`src/rtl/core_shared_pkg.sv`:
```
package core_shared_pkg;
  localparam int REG_W       = 16;
  localparam int MAX_THREADS = 8;

  typedef enum logic [1:0] {
    SEL_RUN  = 2'd0,
    SEL_DB   = 2'd1,
    SEL_FAC  = 2'd2,
    SEL_NONE = 2'd3
  } reg_sel_e;

  // position of a thread's broadcast run flag: 8 + tid
  function automatic logic [3:0] run_bit_pos(input logic [2:0] tid);
    return {1'b1, tid};
  endfunction

  // gather doorbell flags into the summary view
  function automatic logic [REG_W-1:0] db_gather(input logic [MAX_THREADS-1:0] pend,
                                                 input logic st,
                                                 input logic [2:0] tid);
    logic [REG_W-1:0] r;
    r = '0;
    if (st) r[0] = pend[tid];
    else    r[MAX_THREADS-1:0] = pend;
    return r;
  endfunction

  // scatter a summary write back onto the per-thread flags
  function automatic logic [MAX_THREADS-1:0] db_scatter(input logic [MAX_THREADS-1:0] cur,
                                                        input logic [REG_W-1:0] w,
                                                        input logic st,
                                                        input logic [2:0] tid);
    logic [MAX_THREADS-1:0] r;
    r = cur;
    if (st) r[tid] = w[0];
    else    r = w[MAX_THREADS-1:0];
    return r;
  endfunction
endpackage

```
`src/rtl/core_run_ctrl.sv`:
```
module core_run_ctrl
  import core_shared_pkg::*;
#(
  parameter int NUM_THREADS = 4,
  parameter int TID_W       = 2
) (
  input  logic             clk,
  input  logic             rst_n,
  input  logic             wr_en,
  input  logic             st_mode,
  input  logic [TID_W-1:0] tid,
  input  logic [REG_W-1:0] wdata,
  output logic [REG_W-1:0] rd_data
);
  logic [REG_W-1:0] ctrl_q [NUM_THREADS];
  logic [3:0]       bpos;

  assign bpos    = run_bit_pos(3'(tid));
  assign rd_data = ctrl_q[tid];

  always_ff @(posedge clk) begin
    if (!rst_n) begin
      for (int s = 0; s < NUM_THREADS; s++) ctrl_q[s] <= '0;
    end else if (wr_en) begin
      if (st_mode) begin
        ctrl_q[tid] <= wdata;
      end else begin
        for (int s = 0; s < NUM_THREADS; s++) ctrl_q[s][bpos] <= wdata[0];
        ctrl_q[tid][0] <= wdata[0];
      end
    end
  end

  // column of broadcast flags for each thread, checked after its own write
  for (genvar t = 0; t < NUM_THREADS; t++) begin : g_col
    logic [NUM_THREADS-1:0] col;
    for (genvar s = 0; s < NUM_THREADS; s++) begin : g_row
      assign col[s] = ctrl_q[s][8+t];
    end

    assert_own_bit_R2: assert property (@(posedge clk) disable iff (!rst_n)
      (wr_en && !st_mode && tid == TID_W'(t)) |=> (ctrl_q[t][0] == $past(wdata[0])));

    assert_broadcast_R3: assert property (@(posedge clk) disable iff (!rst_n)
      (wr_en && !st_mode && tid == TID_W'(t)) |=> (col == {NUM_THREADS{$past(wdata[0])}}));

    assert_st_store_R4: assert property (@(posedge clk) disable iff (!rst_n)
      (wr_en && st_mode && tid == TID_W'(t)) |=> (ctrl_q[t] == $past(wdata)));
  end
endmodule

```
`src/rtl/core_doorbell.sv`:
```
module core_doorbell
  import core_shared_pkg::*;
#(
  parameter int NUM_THREADS = 4,
  parameter int TID_W       = 2
) (
  input  logic                   clk,
  input  logic                   rst_n,
  input  logic                   wr_en,
  input  logic                   st_mode,
  input  logic [TID_W-1:0]       tid,
  input  logic [REG_W-1:0]       wdata,
  input  logic [NUM_THREADS-1:0] db_set,
  output logic [NUM_THREADS-1:0] pend_o,
  output logic [REG_W-1:0]       rd_data
);
  logic [NUM_THREADS-1:0] pend_q, pend_d;
  logic [MAX_THREADS-1:0] pend_wide, wr_wide;

  always_comb begin
    pend_wide = '0;
    for (int i = 0; i < NUM_THREADS; i++) pend_wide[i] = pend_q[i];
  end

  assign rd_data = db_gather(pend_wide, st_mode, 3'(tid));

  always_comb begin
    wr_wide = pend_wide;
    if (wr_en) wr_wide = db_scatter(pend_wide, wdata, st_mode, 3'(tid));
    // arrivals win over a clearing write
    pend_d = wr_wide[NUM_THREADS-1:0] | db_set;
  end

  always_ff @(posedge clk) begin
    if (!rst_n) pend_q <= '0;
    else        pend_q <= pend_d;
  end

  assign pend_o = pend_q;

  for (genvar i = 0; i < NUM_THREADS; i++) begin : g_chk
    assert_arrival_wins_R10: assert property (@(posedge clk) disable iff (!rst_n)
      db_set[i] |=> pend_q[i]);
  end

  assert_quiet_hold_R9: assert property (@(posedge clk) disable iff (!rst_n)
    (!wr_en && db_set == '0) |=> $stable(pend_q));

  assert_mt_write_R8: assert property (@(posedge clk) disable iff (!rst_n)
    (wr_en && !st_mode && db_set == '0) |=> (pend_q == $past(wdata[NUM_THREADS-1:0])));
endmodule

```
`src/rtl/core_fac_gate.sv`:
```
module core_fac_gate
  import core_shared_pkg::*;
#(
  parameter logic [7:0] DB_CAUSE = 8'h05
) (
  input  logic             clk,
  input  logic             rst_n,
  input  logic             db_access,
  input  logic             hv,
  input  logic             fac_wr,
  input  logic [REG_W-1:0] wdata,
  output logic             allow,
  output logic [REG_W-1:0] fac_q,
  output logic             exc_req,
  output logic [7:0]       exc_cause
);
  localparam int EN_BIT = 0;

  logic deny;

  assign allow = hv | fac_q[EN_BIT];
  assign deny  = db_access & ~allow;

  always_ff @(posedge clk) begin
    if (!rst_n) begin
      fac_q     <= '0;
      exc_req   <= 1'b0;
      exc_cause <= '0;
    end else begin
      if (deny)        fac_q[15:8] <= '0;
      else if (fac_wr) fac_q       <= wdata;
      exc_req   <= deny;
      exc_cause <= deny ? DB_CAUSE : 8'h00;
    end
  end

  assert_cause_cleared_R9: assert property (@(posedge clk) disable iff (!rst_n)
    exc_req |-> (fac_q[15:8] == 8'h00));

  assert_exc_code_R12: assert property (@(posedge clk) disable iff (!rst_n)
    exc_req |-> (exc_cause == DB_CAUSE));

  assert_exc_needs_access_R12: assert property (@(posedge clk) disable iff (!rst_n)
    !db_access |=> !exc_req);
endmodule

```
`src/rtl/core_shared_status.sv`:
```
module core_shared_status
  import core_shared_pkg::*;
#(
  parameter int         NUM_THREADS = 4,
  parameter int         TID_W       = (NUM_THREADS > 1) ? $clog2(NUM_THREADS) : 1,
  parameter logic [7:0] DB_CAUSE    = 8'h05
) (
  input  logic                   clk,
  input  logic                   rst_n,
  input  logic                   req_valid,
  input  logic                   req_write,
  input  logic [1:0]             req_sel,
  input  logic [TID_W-1:0]       req_tid,
  input  logic [15:0]            req_wdata,
  input  logic                   req_hv,
  input  logic                   single_thread,
  input  logic [NUM_THREADS-1:0] db_set,
  output logic                   rsp_valid,
  output logic [15:0]            rsp_data,
  output logic [NUM_THREADS-1:0] db_pending,
  output logic                   exc_req,
  output logic [7:0]             exc_cause
);
  reg_sel_e         sel;
  logic             tid_ok, acc, run_wr, db_acc, db_wr, fac_wr, allow;
  logic [REG_W-1:0] run_rd, db_rd, fac_q, rd_mux;
  logic             rsp_db_q, rsp_st_q;

  assign sel    = reg_sel_e'(req_sel);
  assign tid_ok = (int'(req_tid) < NUM_THREADS);
  assign acc    = req_valid & tid_ok;
  assign run_wr = acc & req_write & (sel == SEL_RUN);
  assign db_acc = acc & (sel == SEL_DB);
  assign db_wr  = db_acc & req_write & allow;
  assign fac_wr = acc & req_write & (sel == SEL_FAC);

  core_run_ctrl #(.NUM_THREADS(NUM_THREADS), .TID_W(TID_W)) u_run (
    .clk(clk), .rst_n(rst_n), .wr_en(run_wr), .st_mode(single_thread),
    .tid(req_tid), .wdata(req_wdata), .rd_data(run_rd)
  );

  core_doorbell #(.NUM_THREADS(NUM_THREADS), .TID_W(TID_W)) u_db (
    .clk(clk), .rst_n(rst_n), .wr_en(db_wr), .st_mode(single_thread),
    .tid(req_tid), .wdata(req_wdata), .db_set(db_set),
    .pend_o(db_pending), .rd_data(db_rd)
  );

  core_fac_gate #(.DB_CAUSE(DB_CAUSE)) u_fac (
    .clk(clk), .rst_n(rst_n), .db_access(db_acc), .hv(req_hv),
    .fac_wr(fac_wr), .wdata(req_wdata), .allow(allow), .fac_q(fac_q),
    .exc_req(exc_req), .exc_cause(exc_cause)
  );

  always_comb begin
    rd_mux = '0;
    if (tid_ok) begin
      unique case (sel)
        SEL_RUN:  rd_mux = run_rd;
        SEL_DB:   rd_mux = allow ? db_rd : '0;
        SEL_FAC:  rd_mux = fac_q;
        default:  rd_mux = '0;
      endcase
    end
  end

  always_ff @(posedge clk) begin
    if (!rst_n) begin
      rsp_valid <= 1'b0;
      rsp_data  <= '0;
      rsp_db_q  <= 1'b0;
      rsp_st_q  <= 1'b0;
    end else begin
      rsp_valid <= req_valid & ~req_write;
      rsp_data  <= rd_mux;
      rsp_db_q  <= req_valid & ~req_write & (sel == SEL_DB);
      rsp_st_q  <= single_thread;
    end
  end

  assert_db_high_zero_R6: assert property (@(posedge clk) disable iff (!rst_n)
    (rsp_valid && rsp_db_q) |-> (rsp_data[REG_W-1:NUM_THREADS] == '0));

  assert_db_single_R7: assert property (@(posedge clk) disable iff (!rst_n)
    (rsp_valid && rsp_db_q && rsp_st_q) |-> (rsp_data[REG_W-1:1] == '0));

  assert_rsp_follows_read_R5: assert property (@(posedge clk) disable iff (!rst_n)
    (req_valid && !req_write) |=> rsp_valid);

  assert_none_write_R11: assert property (@(posedge clk) disable iff (!rst_n)
    (req_valid && sel == SEL_NONE && db_set == '0) |=> ($stable(db_pending) && $stable(fac_q)));
endmodule

```
`config.mk`:
```
export PLATFORM = sky130hd
export DESIGN_NAME = core_shared_status
export DESIGN_NICKNAME = d
export VERILOG_FILES = /design/src/rtl/core_shared_pkg.sv /design/src/rtl/core_run_ctrl.sv /design/src/rtl/core_doorbell.sv /design/src/rtl/core_fac_gate.sv /design/src/rtl/core_shared_status.sv
export SDC_FILE = /design/constraint.sdc
export NUM_CORES = 1
export LEC_CHECK = 0
export ABC_AREA = 1
export BUFFER_PORTS_ARGS = -buffer_cell sky130_fd_sc_hd__buf_2
export CORE_AREA = 2 2 99 101
export DETAILED_ROUTE_END_ITERATION = 7
export DIE_AREA = 0 0 101 103
export PLACE_DENSITY_LB_ADDON = 0.08
export SYNTH_ARGS = -nofsm -noshare
export SYNTH_HDL_FRONTEND = slang
export SYNTH_SLANG_ARGS = --single-unit
```
`constraint.sdc`:
```
create_clock -name clk -period 1.6 [get_ports clk]
set_clock_uncertainty 0.15 [all_clocks]
set_input_delay 0.08 -clock clk [delete_from_list [all_inputs] [get_ports clk]]
set_output_delay 0.08 -clock clk [all_outputs]
set_load 0.05 [all_outputs]
```
==> results.toml <==
[run_status]
status = "completed"

[timing]
setup_tns_ps = 0
hold_violations = 0
rsz0062_at_grt = "no"
fmax_mhz = 682
min_period_over_period_pct = 91.6
slew_violations = 0
hold_slack_ps = 27.2
period_needed_ps = 1470
finalSetupViolCount = 0

[yosys]
synth_compound_area_share_pct = 10.5
synth_edf_count = 64
synth-main-ff-cell = "edfxtp_1"
synth.area.top_cells = "edfxtp_1, dfxtp_1, nand2_1, nor2_1, a22oi_1"
yosys.cell_count.top_type = "nand2_1"
synth_mux_area_share_pct = 0
synthTopCellsByCount = "nand2_1, nor2_1, edfxtp_1"
post-synth-top-area-fraction_pct = 42.3
synth_area_per_cell_sq_um = 9.14
synth_xor_area_share_pct = 0
synth_cell_type_count = 33
async_flop_share_pct = 0
ys_seq_area_share_pct = 59.1
synth_top_family_by_area = "simple AND/OR/NAND/NOR gates"
synth_fa_ha_area_share_pct = 0
yosysWarnings = 0
synth-seq-cells = 102
syn_area_sq_um = 4540
synth-simple-area-share_pct = 22.9
syn-instance-count = 497
yosys.area.top_type = "edfxtp_1"

[cells_and_area]
drive_gt1_share_pct = 21.2
n_fill_cell = 873
fin_nets = 620
syn2layout_area_growth_pct = 20.5
fin_cells = 709
fin_util_pct = 57.9
num_antenna_cells = 0

[die]
dieHeight_um = 103
ios = 60
row_count = 36
die_area_sq_um = 10400
initial_utilization_pct = 48.0
core_area_sq_um = 9460
chipWidth_um = 101

[place]
portBuffers = 53
hpwl_mm = 7.84
placedCellCount = 668
gp_congestion = 0.851

[hold_path]
hold_class = "in2reg"
hold_depth = 4
hold_start = "rst_n"
holdPathEnd = "u_fac.fac_q[0]$_SDFFE_PN0P_"

[route]
drt_wl_total_mm = 11.4
first_pass_iters = 4
drt_iter0_markers = 187
vias = 3691
post-route-drc-count = 0
ant_nets = 0
viasPerCell = 5.21
detail_route.wl_per_cell_um = 16.0

[setup_path]
worstPathRequired_ps = 1770
start_kind = "primary input"
cp-end-kind = "flop"
reg2reg_from = "u_fac.fac_q[0]$_SDFFE_PN0P_"
setup.worst_path.class = "in2reg"
r2r_cells = 9
reg2reg_to = "u_db.pend_o[0]$_SDFF_PN0_"
cp_max_fo = 8
ff2ff_setup_slack_ps = 160
arrival_ps = 1630

[grt]
first_global_vias = 3491
grt_max_degree = 20
antenna_found_initial = 0
grt_overflow = 0
grtUsageTotal_pct = 23.2
grt_pass1_wl_mm = 18.0

[clocking]
cts-buffers-inserted = 9
cts_tree = "done"
htree_levels = 3
clk_pin_slew_ps = 100
cts_num_sinks = 102
cts-root-buf = "clkbuf_8"
clk_latency_ps = 370
post-cts-setup-buffers = 0
clock_path_buffers = 2

[power_and_ir_drop]
power.density_nw_per_um2 = 933
ir_drop_mv = 0.479
p_leak_uw = 0.00245

[flow_run]
max_cap_viol_count = 0
-- metrics by stage --
stage          setup WS (ps)  total power (uW)  area [sq um]
6_report                 134              5110          5470
5_1_grt                 28.9              5310          5470
4_1_cts                 94.1              5150          5470
3_5_place_dp            63.2              3600          5040
3_3_place_gp            69.2              3600          5040
2_1_floorplan           16.8              3400          4570
-- worst max path at each step --
stage | slack, ps | start | cells past startpoint | to
floorplan | 20 | req_sel[0] | 8 | u_run.ctrl_q[3][12]$_SDFFCE_PN0P_
global placement | 70 | rst_n | 7 | u_fac.fac_q[12]$_SDFFE_PP0P_
detailed placement | 60 | req_sel[0] | 8 | u_run.ctrl_q[0][4]$_SDFFCE_PN0P_
CTS | 90 | rst_n | 6 | u_fac.exc_cause[0]$_SDFF_PN0_
global route | 30 | rst_n | 6 | u_fac.exc_cause[0]$_SDFF_PN0_
finish | 130 | rst_n | 6 | u_fac.exc_cause[0]$_SDFF_PN0_
-- kinds of logic (layout without fill, tap and decap cells) --
family                 Yosys count  after routing
other                            1              6
flip-flops                     102            102
AND/OR/NAND/NOR                239            239
buffers and inverters           74            167
AO/OA/AOI/OAI                   81             81
-- sequential cells by signal, indices dropped and copies added, names as in the netlist --
register and flops:
rsp_valid 1, u_fac.fac_q 16, u_db.pend_o 4, u_run.ctrl_q 64
u_fac.exc_cause 1, rsp_data 16
-- layout make-up --
| class | count | area [sq um] | share of cell area, % |
|---|---|---|---|
| clock buffer | 9 | 124 | 2.26 |
| clock inverter | 7 | 55.1 | 1.01 |
| inverter | 45 | 173 | 3.16 |
| multi-input combinational | 326 | 1550 | 28.2 |
| sequential | 102 | 2680 | 49.0 |
| tap | 114 | 143 | 2.61 |
| timing repair buffer | 106 | 751 | 13.7 |
-- report_power, final --
group          switching [uW]  internal (uW)
Combinational             434            208
Sequential               40.8           2910
Clock                     933            585
Total                    1410           3700
-- critical path: stages --
cell and delay (ps):
buf_2 140, buf_4 190, clkinvlp_4 190, buf_4 210, nor4_1 260, dlygate4sd3_1 570
-- what timing repair did --
action	CTS	global route
hold buffers	25	0
setup endpoints to repair	0	1
endpoints found under the hold margin	78	0
resized for setup	0	1
-- layer usage --
metal	GRT usage, %	wire, um
met1	30.3	5060
met2	39.2	5490
met3	4.20	584
met4	7.69	223
met5	0	0
-- placed cells by master, fill, tap and decap left out, types with 3 or more instances in the layout --
cell type        n
a21oi_1         22
a22oi_1         21
buf_2           53
buf_4           26
clkbuf_8         9
conb_1           6
dfxtp_1         38
dlygate4sd3_1   25
edfxtp_1        64
inv_1           38
inv_2            5
nand2_1        130
nand3_1         15
nand4_1          6
nor2_1          65
nor2_2           5
nor2_4           5
o21ai_0         20
o21ai_1         11
o21ai_2          3
or2_2            3
Power figures use the tool's default switching activity.
